$ cat src/rtl/mcr_pkg.sv
package mcr_pkg;
  localparam int NBLK  = 5;
  localparam int SEL_W = 3;

  typedef enum logic [SEL_W-1:0] {
    BLK_MODE  = 3'd0,
    BLK_LUT   = 3'd1,
    BLK_LUTIN = 3'd2,
    BLK_SWBOX = 3'd3,
    BLK_MISC  = 3'd4
  } blk_e;
endpackage

$ cat src/rtl/mcr_seg.sv
// One configuration block: a shift register fed either by the global chain
// or by the neighbour port; chain has precedence.
module mcr_seg #(
  parameter int W = 16
) (
  input  logic         clk,
  input  logic         rst,
  input  logic         shift_chain,
  input  logic         chain_bit,
  input  logic         shift_part,
  input  logic         part_bit,
  output logic [W-1:0] q,
  output logic         msb
);
  always_ff @(posedge clk) begin
    if (rst) begin
      q <= '0;
    end else if (shift_chain) begin
      q <= {q[W-2:0], chain_bit};
    end else if (shift_part) begin
      q <= {q[W-2:0], part_bit};
    end
  end

  assign msb = q[W-1];
endmodule

$ cat src/rtl/mcr_sel.sv
// Target-block latch for the neighbour port; out-of-range codes are dropped.
module mcr_sel
  import mcr_pkg::*;
(
  input  logic             clk,
  input  logic             rst,
  input  logic             load,
  input  logic [SEL_W-1:0] sel_in,
  output logic [SEL_W-1:0] sel_q,
  output logic             sel_ok
);
  logic in_range;
  assign in_range = (sel_in < SEL_W'(NBLK));

  always_ff @(posedge clk) begin
    if (rst) begin
      sel_q  <= '0;
      sel_ok <= 1'b0;
    end else if (load && in_range) begin
      sel_q  <= sel_in;
      sel_ok <= 1'b1;
    end
  end
endmodule

$ cat src/rtl/mcr_active.sv
// Committed copy of the shadow word that drives the molecule logic.
module mcr_active #(
  parameter int TOTAL = 76
) (
  input  logic             clk,
  input  logic             rst,
  input  logic             commit,
  input  logic [TOTAL-1:0] d,
  output logic [TOTAL-1:0] q
);
  always_ff @(posedge clk) begin
    if (rst) begin
      q <= '0;
    end else if (commit) begin
      q <= d;
    end
  end
endmodule

$ cat src/rtl/molecule_cfg_reg.sv
module molecule_cfg_reg
  import mcr_pkg::*;
#(
  parameter int MODE_W  = 4,
  parameter int LUT_W   = 16,
  parameter int LUTIN_W = 16,
  parameter int SWB_W   = 24,
  parameter int MISC_W  = 16
) (
  input  logic               clk,
  input  logic               rst,
  input  logic               chain_en,
  input  logic               chain_in,
  output logic               chain_out,
  input  logic               nb_sel_load,
  input  logic [SEL_W-1:0]   nb_sel,
  input  logic               nb_strobe,
  input  logic               nb_din,
  output logic               nb_dout,
  input  logic               commit,
  output logic [MODE_W-1:0]  cfg_mode,
  output logic [LUT_W-1:0]   cfg_lut,
  output logic [LUTIN_W-1:0] cfg_lutin,
  output logic [SWB_W-1:0]   cfg_swbox,
  output logic [MISC_W-1:0]  cfg_misc
);
  localparam int BW [NBLK] = '{MODE_W, LUT_W, LUTIN_W, SWB_W, MISC_W};
  localparam int TOTAL = MODE_W + LUT_W + LUTIN_W + SWB_W + MISC_W;

  // Bit offset of block i inside the word; block 0 sits at the top.
  function automatic int ofs_of(input int i);
    int s;
    s = 0;
    for (int j = i + 1; j < NBLK; j++) s += BW[j];
    return s;
  endfunction

  logic [TOTAL-1:0] shadow;
  logic [TOTAL-1:0] active_q;
  logic [NBLK-1:0]  seg_msb;
  logic [NBLK-1:0]  part_hit;
  logic [SEL_W-1:0] sel_q;
  logic             sel_ok;
  logic             part_go;

  mcr_sel u_sel (
    .clk    (clk),
    .rst    (rst),
    .load   (nb_sel_load),
    .sel_in (nb_sel),
    .sel_q  (sel_q),
    .sel_ok (sel_ok)
  );

  // A strobe is taken only with a valid target and no chain shift pending.
  assign part_go = nb_strobe && sel_ok && !chain_en;

  for (genvar i = 0; i < NBLK; i++) begin : g_seg
    localparam int W  = BW[i];
    localparam int LO = ofs_of(i);
    logic [W-1:0] q;
    logic         cbit;

    // The chain enters the lowest block and rises through the word.
    if (i == NBLK - 1) begin : g_head
      assign cbit = chain_in;
    end else begin : g_link
      assign cbit = seg_msb[i+1];
    end

    assign part_hit[i] = part_go && (sel_q == SEL_W'(i));

    mcr_seg #(.W(W)) u_seg (
      .clk         (clk),
      .rst         (rst),
      .shift_chain (chain_en),
      .chain_bit   (cbit),
      .shift_part  (part_hit[i]),
      .part_bit    (nb_din),
      .q           (q),
      .msb         (seg_msb[i])
    );

    assign shadow[LO+W-1:LO] = q;
  end

  assign chain_out = shadow[TOTAL-1];

  // Read-back: bit leaving the selected block, held between strobes.
  always_ff @(posedge clk) begin
    if (rst) begin
      nb_dout <= 1'b0;
    end else if (|part_hit) begin
      nb_dout <= |(seg_msb & part_hit);
    end
  end

  mcr_active #(.TOTAL(TOTAL)) u_active (
    .clk    (clk),
    .rst    (rst),
    .commit (commit),
    .d      (shadow),
    .q      (active_q)
  );

  assign cfg_mode  = active_q[ofs_of(0)+MODE_W-1  : ofs_of(0)];
  assign cfg_lut   = active_q[ofs_of(1)+LUT_W-1   : ofs_of(1)];
  assign cfg_lutin = active_q[ofs_of(2)+LUTIN_W-1 : ofs_of(2)];
  assign cfg_swbox = active_q[ofs_of(3)+SWB_W-1   : ofs_of(3)];
  assign cfg_misc  = active_q[ofs_of(4)+MISC_W-1  : ofs_of(4)];
endmodule

$ cat config.mk
export PLATFORM = sky130hd
export DESIGN_NAME = molecule_cfg_reg
export DESIGN_NICKNAME = d
export VERILOG_FILES = /design/src/rtl/mcr_pkg.sv /design/src/rtl/mcr_seg.sv /design/src/rtl/mcr_sel.sv /design/src/rtl/mcr_active.sv /design/src/rtl/molecule_cfg_reg.sv
export SDC_FILE = /design/constraint.sdc
export NUM_CORES = 1
export LEC_CHECK = 0
export ABC_AREA = 1
export BUFFER_PORTS_ARGS = -buffer_cell sky130_fd_sc_hd__buf_2
export CORE_ASPECT_RATIO = 0.75
export CORE_MARGIN = 5
export CORE_UTILIZATION = 30
export DETAILED_ROUTE_END_ITERATION = 6
export SKIP_LAST_GASP = 1
export SYNTH_ARGS = -nofsm -noshare
export SYNTH_HDL_FRONTEND = slang
export SYNTH_SLANG_ARGS = --single-unit
$ cat constraint.sdc
create_clock -name clk -period 2 [get_ports clk]
set_clock_uncertainty 0.1 [all_clocks]
set_input_delay 0.1 -clock clk [delete_from_list [all_inputs] [get_ports clk]]
set_output_delay 0.1 -clock clk [all_outputs]
set_load 0.005 [all_outputs]
**After elaboration in Yosys (flattened, before gate mapping)**

Cells that the tools add are included.

- Magnitude comparators: 1
- Equal/unequal tests: 4
- Multiplexer cells: 10
- Bitwise operators: 1
- Reduce and logical (&&, ||, !) cells: 17

Operators with widths:

| kind | number |
|---|---|
| $mux W16 | 6 |
| $mux W24 | 2 |
| $reduce_bool A2 Y1 | 5 |
| $reduce_or A5 Y1 | 2 |
| $logic_and A1 B1 Y1 | 8 |
| $mux W4 | 2 |
| $eq A3 B2 Y1 const B | 2 |
| $and A5 B5 Y5 | 1 |
| $eq A3 B1 Y1 const B | 1 |
| $eq A3 B3 Y1 const B | 1 |
| $logic_not A3 Y1 | 1 |
| $lt A3 B3 Y1 const B | 1 |
| $logic_not A1 Y1 | 1 |

- Flip-flop bits (word level): 157
- Bits of input ports: 11
- Output and inout port bits: 78
- Word-level logic and storage cells: 42

**Logic depth before layout (Yosys ltp)**

Gate-level depths: netlist (run 1).

- Depth after elaboration: 5
- Depth in mapped cells: 9
- Depth with buffers taken out: 8

**By module**

Synthesis (run 1) repeated with hierarchy kept, for this count alone.

- Cell total of the unflattened synthesis: 911
- Area, all modules: 6,653.9 um^2

By module, submodules not included:

| module | times used | cells each | area an instance (um^2) | seq. area each (um^2) |
|---|---|---|---|---|
| mcr_active | 1 | 482 | 3,108.0 | 1,521.5 |
| mcr_seg (g_seg[1].u_seg ...) | 3 | 79 | 655.6 | 320.3 |
| mcr_seg (g_seg[3].u_seg) | 1 | 114 | 1,041.0 | 480.5 |
| molecule_cfg_reg | 1 | 32 | 200.2 | 20.0 |
| mcr_seg (g_seg[0].u_seg) | 1 | 25 | 172.7 | 80.1 |
| mcr_sel | 1 | 21 | 165.2 | 80.1 |

**Worst setup path before layout (run 1)**

No wires, ideal clock.

- Path type: register to register
- Start: register u_sel.sel_q[0]
- End: register g_seg[4].u_seg.q[10]
- Setup time: 0.116 ns
- Data arrival time: 1.115 ns
- Data required time: 1.784 ns
- Slack: 0.669 ns
- Stages on the path, launching flop included: 8
- Path buffers: 1
- Period minus slack after synthesis: 1.331 ns
- Cells stage by stage: dfxtp_1 nor2_2 nand2_2 o21ai_4 inv_4 buf_6 nor2_1 nor2_1

- Longest elaborated chain between the ends: 3

Ends and longest elaborated chain:

| element | RTL line | RTL |
|---|---|---|
| from (decl) | mcr_sel.sv:9 | `output logic [SEL_W-1:0] sel_q,` |
| from (signal assigned) | mcr_sel.sv:20 | `sel_q <= sel_in;` |
| $eq A3 B3 Y1 | molecule_cfg_reg.sv:71 | `assign part_hit[i] = part_go && (sel_q == SEL_W'(i));` |
| $logic_and A1 B1 Y1 | molecule_cfg_reg.sv:71 |  |
| $reduce_bool A2 Y1 (no line) | - |  |
| to (signal assigned) | mcr_seg.sv:19 | `q <= {q[W-2:0], chain_bit};` |
| to (signal assigned) | mcr_seg.sv:21 | `q <= {q[W-2:0], part_bit};` |
| to (decl) | mcr_seg.sv:12 | `output logic [W-1:0] q,` |

Every way passes these cells.
A chain may end at the register's enable or synchronous reset.

**Final worst setup path (run 1)**

- Start: input port nb_sel[1]
- End: register u_sel.sel_q[2]

- Longest elaborated chain between the ends: 2

Ends and longest elaborated chain:

| element | RTL line | RTL |
|---|---|---|
| from (decl) | molecule_cfg_reg.sv:16 | `input logic [SEL_W-1:0] nb_sel,` |
| $lt A3 B3 Y1 | mcr_sel.sv:13 | `assign in_range = (sel_in < SEL_W'(NBLK));` |
| $logic_and A1 B1 Y1 | mcr_sel.sv:19 | `end else if (load && in_range) begin` |

Every way passes these cells.

==> results_dict.tcl, run 1 <==
set metrics [dict create \
    layout_commonest_cell "nor2_1" \
    start_kind "primary input" \
    overflow 0 \
    ys_warn_count 0 \
    worstRegToRegCells 6 \
    relSlewSlack 0.5617 \
    cp_cell_sequence "dlygate4sd3_1, buf_2, nor2_1, o21ai_0, inv_1, o21ai_0, a21oi_1, dlygate4sd3_1" \
    cts_inserted_buffers 17 \
    core-area_sq_mm 0.01938 \
    hp-start "nb_din" \
    clockBufferDepth 2 \
    ys_ff_latch 157 \
    route.detailed.drc 0 \
    leakagePower_uw 0.002991 \
    drt-initial-drc-count 247 \
    core.rowCount 44 \
    syn-cell-area_sq_mm 0.005911 \
    crit_path_max_incr_delay_ps 550 \
    grt_pass1_wl_microns 23700 \
    die_y_microns 131.6 \
    rsz0062_at_grt "no" \
    path_max_fanout 4 \
    critPathSlowestCell "dlygate4sd3_1" \
    netlist-cell-type-count 23 \
    start_util 0.3050 \
    status "finished, final reports clean" \
    cts_root_buffer "clkbuf_16" \
    drtPass1Iterations 4 \
    avgViaCountPerCell 4.492 \
    drt-wirelength-per-cell_microns 13.09 \
    setup_ws_ps 204.5 \
    place_congestion 0.7596 \
    cts_hold_buf 5 \
    power_uw 7274 \
    synthesis.nets 737 \
    hold_depth 5 \
    place_inst 1026 \
    rr_endpoint "g_seg[3].u_seg.q[21]" \
    syn2layout_area_growth_pct 20.66 \
    ant_nets 0 \
    cts_resized 0 \
    h-tree-depth 4 \
    dpl.hpwl_microns 8613 \
    layout.nets 808 \
    finalCritPeriodShare 0.8978 \
    crit_required_ps 2210 \
    layout_common_cells "228 x nor2_1, 157 x dfxtp_1, 98 x o21ai_0, 88 x buf_2, 49 x nand3_1" \
    cts_sinks 157 \
    clkLatencyLatePin_ps 420 \
    final_cells 1062 \
    grt_use_total 0.1266 \
    worstSetupPathType "in -> reg" \
    fin_crit_ps 1796 \
    path_buf_inv 4 \
    synth_top_cell_area_share 0.5318 \
    ir_worst_vdd_mv 0.5960 \
    cts_tree "yes" \
    post_cts_buffers 0 \
    holdCritPathClass "in -> reg" \
    reg2reg_slack_ps 320 \
    pre_cts_ws_ps 344.6 \
    die_x_microns 172.1 \
    yosys-top-cells-area "dfxtp_1 53%, nor2_1 14%, o21ai_0 8.3%" \
    path_clk_slew_ps 70 \
    synth_area_leader_cell "dfxtp_1" \
    setup_viol 0 \
    num_vias 4770 \
    dieArea_sq_mm 0.02264 \
    max_cap_violations 0 \
    drv_slew 0 \
    avgSynthCellArea_sq_um 8.141 \
    synthCells 726 \
    arrival_ps 2010 \
    drive_gt1_frac 0.2546 \
    path_delay_family "buffers and inverters" \
    ys_seq_area_frac 0.5318 \
    cp-end-kind "flop" \
    grt_start_max_net_pins 77 \
    drt_wl_total_microns 13900 \
    power_density_mw_per_mm2 1020 \
    tns_ps 0 \
    io_buffers 88 \
    io_pins 89 \
    first_global_vias 4760 \
    min_to "g_seg[4].u_seg.q[0]" \
    diodes 0 \
    antenna_found_initial 1 \
    hold_viol_final 0 \
    fillers 2063 \
    fmax_mhz 556.9 \
    r2r-start "u_sel.sel_ok" \
    worst_slew_pin_slew_ps 657.4 \
]
==> cell families (layout without fill, tap and decap cells) <==
| family | after synthesis | after routing | synth area share |
|---|---|---|---|
| AO/OA/AOI/OAI | 160 | 160 | 0.1569 |
| buffers and inverters | 60 | 143 | 0.05419 |
| flip-flops | 157 | 157 | 0.5318 |
| AND/OR/NAND/NOR | 349 | 349 | 0.2572 |
==> cell type report <==
| type | count | area, sq um | share of cell area |
|---|---|---|---|
| Inverter | 11 | 43.79 | 0.006140 |
| Timing Repair Buffer | 101 | 563.0 | 0.07895 |
| Multi-Input combinational cell | 509 | 2447 | 0.3432 |
| Tap cell | 253 | 316.6 | 0.04439 |
| Sequential cell | 157 | 3143 | 0.4407 |
| Clock inverter | 9 | 133.9 | 0.01877 |
| Clock buffer | 22 | 484.2 | 0.06789 |
==> stage by stage <==
step                      utilization  hold slack (ps)  area [sq um]
after floorplan                     -            93.46          5911
after global placement         0.3335            205.5          6464
after detailed placement       0.3335            201.0          6464
after CTS                      0.3680            33.28          7132
after global routing           0.3680            64.92          7132
final                          0.3680            60.13          7132
==> where the power goes <==
part           switching [uW]  internal [uW]
clock network            1290           2090
logic                     338            191
registers                88.3           3270
total                    1720           5550
==> worst max path at each step <==
stage               slack (ps)              endpoint           start  depth (start not counted)
floorplan                  670  g_seg[4].u_seg.q[10]  u_sel.sel_q[0]                          7
CTS                        230        u_sel.sel_q[2]       nb_sel[0]                          8
finish                     200        u_sel.sel_q[2]       nb_sel[1]                          8
detailed placement         340  g_seg[3].u_seg.q[22]    u_sel.sel_ok                          6
global route                40        u_sel.sel_q[2]       nb_sel[1]                          8
global placement           360   g_seg[3].u_seg.q[0]    u_sel.sel_ok                          6
==> registers in the layout, summed over array words and instances, names as in the netlist <==
| name | count |
|---|---|
| g_seg.u_seg.q | 76 |
| nb_dout | 1 |
| u_sel.sel_q | 3 |
| u_sel.sel_ok | 1 |
| u_active.q | 76 |
==> cell usage after synthesis <==
master,instances
clkbuf_1,25
inv_2,4
a21oi_1,13
buf_4,4
dfxtp_1,157
o21ai_0,98
a21oi_2,30
buf_2,11
clkbuf_4,1
nand2_1,28
nand4_1,1
o21ai_1,17
buf_6,8
nor2_1,228
nand3_1,49
o21ai_4,1
nor2_2,4
nor2_8,1
nand2_2,33
a211oi_1,1
inv_1,6
nand2_4,5
inv_4,1
==> worst reg2reg max path: cells and delay by family (launching register included) <==
kind,cells,cell delay (ps)
AOI/OAI and AO/OA,1,140
DFF,1,360
and+or+nand+nor,5,990
==> layer usage <==
layer	track usage	vias to the layer above	routed length, microns
met5	0	-	20
met3	0.04414	13	758
met4	0.03317	2	126
li1	-	2513	-
met1	0.1757	2159	7052
met2	0.1879	83	5945
No activity file was read; power rests on OpenSTA's default activity.
==> inputs of run 2 (changes only) <==
==> constraint.sdc (replaced) <==
create_clock -name clk -period 1.6 [get_ports clk]
set_clock_uncertainty 0.1 [all_clocks]
set_input_delay 0.08 -clock clk [delete_from_list [all_inputs] [get_ports clk]]
set_output_delay 0.08 -clock clk [all_outputs]
set_load 0.005 [all_outputs]
==> run 2 against run 1 <==
Effect of this change: the flow now finishes with violations (negative hold slack); clock power rose by 16%; hold slack got worse by 73 ps; sequential share of layout area fell by 0.29 points; utilization rose by 0.25 points; setup slack got worse by 66 ps; final cell count rose by 0.47%; critical path depth fell by 1; non-clock buffer count rose by 5; via count rose by 0.40%; routed wire length rose by 1.3%; critical endpoint unchanged; sequential power rose by 25%; total power rose by 21%.
==> results_dict.tcl, run 2 (synthesis gave the netlist of run 1 again) <==
set metrics [dict create \
    path_max_fanout 4 \
    worstRegToRegCells 7 \
    overflow 0 \
    drt-initial-drc-count 239 \
    crit_required_ps 1810 \
    startpoint "nb_sel_load" \
    path_delay_family "buffers and inverters" \
    setup_ws_ps 138.1 \
    start_util 0.3050 \
    r2r-start "u_sel.sel_ok" \
    power_density_mw_per_mm2 1228 \
    drt-wirelength-per-cell_microns 13.20 \
    cts_sinks 157 \
    worstSetupPathType "in -> reg" \
    layout_commonest_cell "nor2_1" \
    cp-end-kind "flop" \
    leakagePower_uw 0.003001 \
    ant_nets 0 \
    worst_slew_pin_slew_ps 670.0 \
    reg2reg_slack_ps 170 \
    drtPass1Iterations 4 \
    start_kind "primary input" \
    core.rowCount 44 \
    grt_use_total 0.1293 \
    met2_usage 0.1826 \
    met3_usage 0.04174 \
    hold_depth 4 \
    dieArea_sq_mm 0.02264 \
    path_buf_inv 4 \
    num_vias 4789 \
    setup_viol 0 \
    drive_gt1_frac 0.2592 \
    avgViaCountPerCell 4.488 \
    cts_root_buffer "clkbuf_16" \
    violations "negative hold slack" \
    use_met1 0.1863 \
    finalCritPeriodShare 0.9137 \
    io_buffers 88 \
    tns_ps 0 \
    layout_common_cells "228 x nor2_1, 157 x dfxtp_1, 97 x o21ai_0, 88 x buf_2, 49 x nand3_1" \
    max_cap_violations 0 \
    ir_worst_vdd_mv 0.5502 \
    syn2layout_area_growth_pct 21.46 \
    status "finished with violations" \
    clockBufferDepth 2 \
    h-tree-depth 4 \
    io_pins 89 \
    fillers 2023 \
    hp-start "nb_sel[1]" \
    dpl.hpwl_microns 8801 \
    relSlewSlack 0.5533 \
    grt_pass1_wl_microns 23840 \
    holdCritPathClass "in -> reg" \
    postPlaceCellArea_sq_mm 0.006539 \
    cp_cell_sequence "dlygate4sd3_1, buf_2, o21ai_2, inv_1, o21ai_0, a21oi_1, dlygate4sd3_1" \
    min_to "u_sel.sel_q[0]" \
    hold_viol_final 1 \
    path_clk_slew_ps 60 \
    fmax_mhz 684.1 \
    place_congestion 0.7440 \
    critPathSlowestCell "dlygate4sd3_1" \
    drt_wl_total_microns 14080 \
    rsz0062_at_grt "no" \
    antenna_found_initial 1 \
    top_regs "g_seg.u_seg.q: 76 flops, u_active.q: 76 flops, u_sel.sel_q: 3 flops" \
    cts_inserted_buffers 17 \
    route.detailed.drc 0 \
    first_global_vias 4620 \
    arrival_ps 1670 \
    final_cells 1067 \
    die_y_microns 131.6 \
    place_inst 1031 \
    stdcell_area_sq_mm 0.007179 \
    diodes 0 \
    fin_crit_ps 1462 \
    hold_slack_ps -13.09 \
    crit_path_max_incr_delay_ps 550 \
    cts_tree "yes" \
    die_x_microns 172.1 \
    busiest_layer "met1" \
    grt_start_max_net_pins 97 \
    post_cts_buffers 0 \
    core-area_sq_mm 0.01938 \
    crit_path_frequent_cell "dlygate4sd3_1" \
    drv_slew 0 \
    rr_endpoint "g_seg[2].u_seg.q[0]" \
    layout.nets 813 \
    clkLatencyLatePin_ps 420 \
    pre_cts_ws_ps 129.0 \
]
run 2: cell types whose count changed in the layout (fill, tap and decap cells not counted), sizes merged:
cell,delta
clkinv,+2
bufinv,-1
clkbuf,-2
clkinvlp,+2
inv,-1
buf,+5
run 2: area by class of cell:
cell class	instances	area [sq um]	area share
clock buffers	20	446.7	0.06222
clock inverters	11	120.1	0.01673
inverters	11	46.29	0.006448
multi-input cells	509	2469	0.3438
flip-flops and latches	157	3143	0.4378
well taps	253	316.6	0.04409
repair buffers	106	638.1	0.08888
run 2: tightest hold or removal path: stages:
cell,delay [ps]
buf_2,100
nor2_1,50
o21ai_2,160
a211oi_1,70
run 2: routing by layer:
metal	wire length (microns)	vias up	part of all wire
li1	-	2520	-
met1	7206	2165	0.51
met2	5945	89	0.42
met3	764	13	0.054
met4	145	2	0.010
met5	19	-	0.0013
run 2: metrics by stage:
step | utilization | power (uW)
floorplan | - | 4719
global placement | 0.3374 | 4960
detailed placement | 0.3374 | 4968
CTS | 0.3693 | 8958
global route | 0.3705 | 9244
finish | 0.3705 | 8816
run 2: how the worst max path moves through the flow:
stage,end,cells after the start,slack [ps]
after floorplan,g_seg[4].u_seg.q[7],7,270
after global placement,g_seg[2].u_seg.q[0],7,150
after detailed placement,g_seg[2].u_seg.q[0],7,130
after CTS,u_sel.sel_q[2],7,20
after global routing,g_seg[4].u_seg.q[9],6,20
final,u_sel.sel_q[2],7,140
run 2: repair_timing:
item                                    CTS  global route
endpoints found under the hold margin     4             0
gates resized for setup                   0             6
hold buffers                              5             0
endpoints found under the setup margin    0            17
run 2: where the power goes:
group / switching (uW) / internal, uW
sequential: 110 / 4090
clock: 1610 / 2320
combinational: 433 / 257
==> inputs of run 3 (changes only) <==
==> constraint.sdc (replaced) <==
create_clock -name clk -period 1.7 [get_ports clk]
set_clock_uncertainty 0.1 [all_clocks]
set_input_delay 0.085 -clock clk [delete_from_list [all_inputs] [get_ports clk]]
set_output_delay 0.085 -clock clk [all_outputs]
set_load 0.005 [all_outputs]
==> run 3 against run 2 <==
Effect of this change: the run now ends clean; total power decreased by 8.3%; global-route usage down 0.067 points; clock-buffer cell count rose by 1; first-iteration DRC count up 18%; routed wire length about the same; combinational power down 6.1%; critical path depth unchanged; largest cell class unchanged.
==> results_dict.tcl, run 3 (synthesis gave the netlist of run 1 again) <==
set metrics [dict create \
    core.rowCount 44 \
    register_area_sq_mm 0.003143 \
    drt-wirelength-per-cell_microns 13.21 \
    power_density_mw_per_mm2 1133 \
    rsz0062_at_grt "no" \
    clockBufferDepth 2 \
    hp-start "chain_en" \
    overflow 0 \
    tns_ps 0 \
    busiest_layer "met1" \
    path_delay_family "buffers and inverters" \
    grt_pass1_wl_microns 23900 \
    met3_usage 0.04024 \
    dpl.hpwl_microns 8798 \
    crit_path_max_incr_delay_ps 550 \
    arrival_ps 1770 \
    hold_viol_final 0 \
    diodes 0 \
    start_util 0.3050 \
    r2r-start "u_sel.sel_q[1]" \
    p_sw_frac 0.2461 \
    path_clk_slew_ps 60 \
    max_cap_violations 0 \
    path_buf_inv 4 \
    cts_inserted_buffers 17 \
    power_switching_uw 1989 \
    clkLatencyLatePin_ps 420 \
    syn2layout_area_growth_pct 20.72 \
    avgViaCountPerCell 4.520 \
    postPlaceCellArea_sq_mm 0.006549 \
    cts_sinks 157 \
    use_met1 0.1866 \
    io_pins 89 \
    die_x_microns 172.1 \
    drt_wl_total_microns 14080 \
    cts_root_buffer "clkbuf_16" \
    stdcell_area_sq_mm 0.007136 \
    clkPwrFrac 0.431 \
    finalCritPeriodShare 0.9202 \
    h-tree-depth 4 \
    cp-end-kind "flop" \
    post_cts_buffers 0 \
    setup_viol 0 \
    num_vias 4818 \
    drv_slew 0 \
    power_uw 8082 \
    die_y_microns 131.6 \
    combinationalPowerShare 0.080 \
    layout_commonest_cell "nor2_1" \
    startpoint "nb_sel_load" \
    multi_input_area_sq_mm 0.002447 \
    ir_worst_vdd_mv 0.4471 \
    worstSetupPathType "in -> reg" \
    final_cells 1066 \
    status "finished, final reports clean" \
    ant_nets 0 \
    seq_power_share 0.489 \
    place_inst 1029 \
    worst_slew_pin_slew_ps 657.2 \
    relSlewSlack 0.5619 \
    crit_required_ps 1910 \
    layout.nets 811 \
    fillers 2055 \
    holdCritPathClass "in -> reg" \
    intPower_uw 6093 \
    top_regs "g_seg.u_seg.q: 76 flops, u_active.q: 76 flops, u_sel.sel_q: 3 flops" \
    dieArea_sq_mm 0.02264 \
    drtPass1Iterations 5 \
    grt_use_total 0.1286 \
    io_buffers 88 \
    place_congestion 0.7508 \
    core-area_sq_mm 0.01938 \
    crit_path_frequent_cell "dlygate4sd3_1" \
    drive_gt1_frac 0.2546 \
    met2_usage 0.1844 \
    leakagePower_uw 0.002985 \
    cp_cell_sequence "dlygate4sd3_1, buf_2, o21ai_1, inv_1, o21ai_0, a21oi_1, dlygate4sd3_1" \
    layout_common_cells "228 x nor2_1, 157 x dfxtp_1, 97 x o21ai_0, 88 x buf_2, 49 x nand3_1" \
    cts_tree "yes" \
    reg2reg_slack_ps 190 \
    grt_start_max_net_pins 77 \
    route.detailed.drc 0 \
    first_global_vias 4639 \
    drt-initial-drc-count 283 \
    critPathSlowestCell "dlygate4sd3_1" \
    path_max_fanout 4 \
    fmax_mhz 639.2 \
    fin_util 0.3682 \
    start_kind "primary input" \
    fin_crit_ps 1564 \
    antenna_found_initial 1 \
]
-- run 3: metrics by stage --
step	hold slack (ps)	setup WS, ps
after global routing	42.18	41.14
after floorplan	78.46	369.1
after CTS	18.82	118.8
after detailed placement	205.7	204.1
final	32.98	135.7
after global placement	221.9	221.9
-- run 3: power groups by stage --
| stage | clock [uW] | combinational, uW | sequential (uW) |
|---|---|---|---|
| 2_1_floorplan | 0 | 421 | 4020 |
| 3_3_place_gp | 0 | 646 | 4030 |
| 3_5_place_dp | 0 | 653 | 4030 |
| 4_1_cts | 3610 | 667 | 3950 |
| 5_1_grt | 3770 | 752 | 3970 |
| 6_report | 3480 | 649 | 3950 |
-- run 3: metal layers --
metal,up-vias,part of all wire
met5,-,0.00050
met4,2,0.0040
met3,8,0.056
met2,90,0.43
met1,2201,0.51
li1,2517,-
-- run 3: path summary, 6_finish.rpt --
kind                                to  cells after the start
setup reg to reg  g_seg[2].u_seg.q[11]                      7
hold reg to reg   g_seg[3].u_seg.q[14]                      2
hold / removal     g_seg[0].u_seg.q[0]                      5
setup / recovery        u_sel.sel_q[2]                      7
-- run 3: cell type report --
type,instances,area share
inverter,11,0.006137
sequential,157,0.4405
timing repair buffer,104,0.09083
tap,253,0.04436
multi-input combinational,509,0.3430
clock inverter,11,0.01350
clock buffer,21,0.06172
-- run 3: repair_timing --
item / CTS / global route
resized for setup: 0 / 1
hold endpoints to repair: 4 / 0
setup endpoints to repair: 0 / 1
hold buffers: 5 / 0
-- run 3: worst reg2reg max path, stage by stage, from the launching register on --
cell and delay, ps:
dfxtp_1 430, nand2_1 80, nor2_1 170, nand2_2 90, nand2_4 170, inv_2 170, nor2_1 140, nor2_1 60
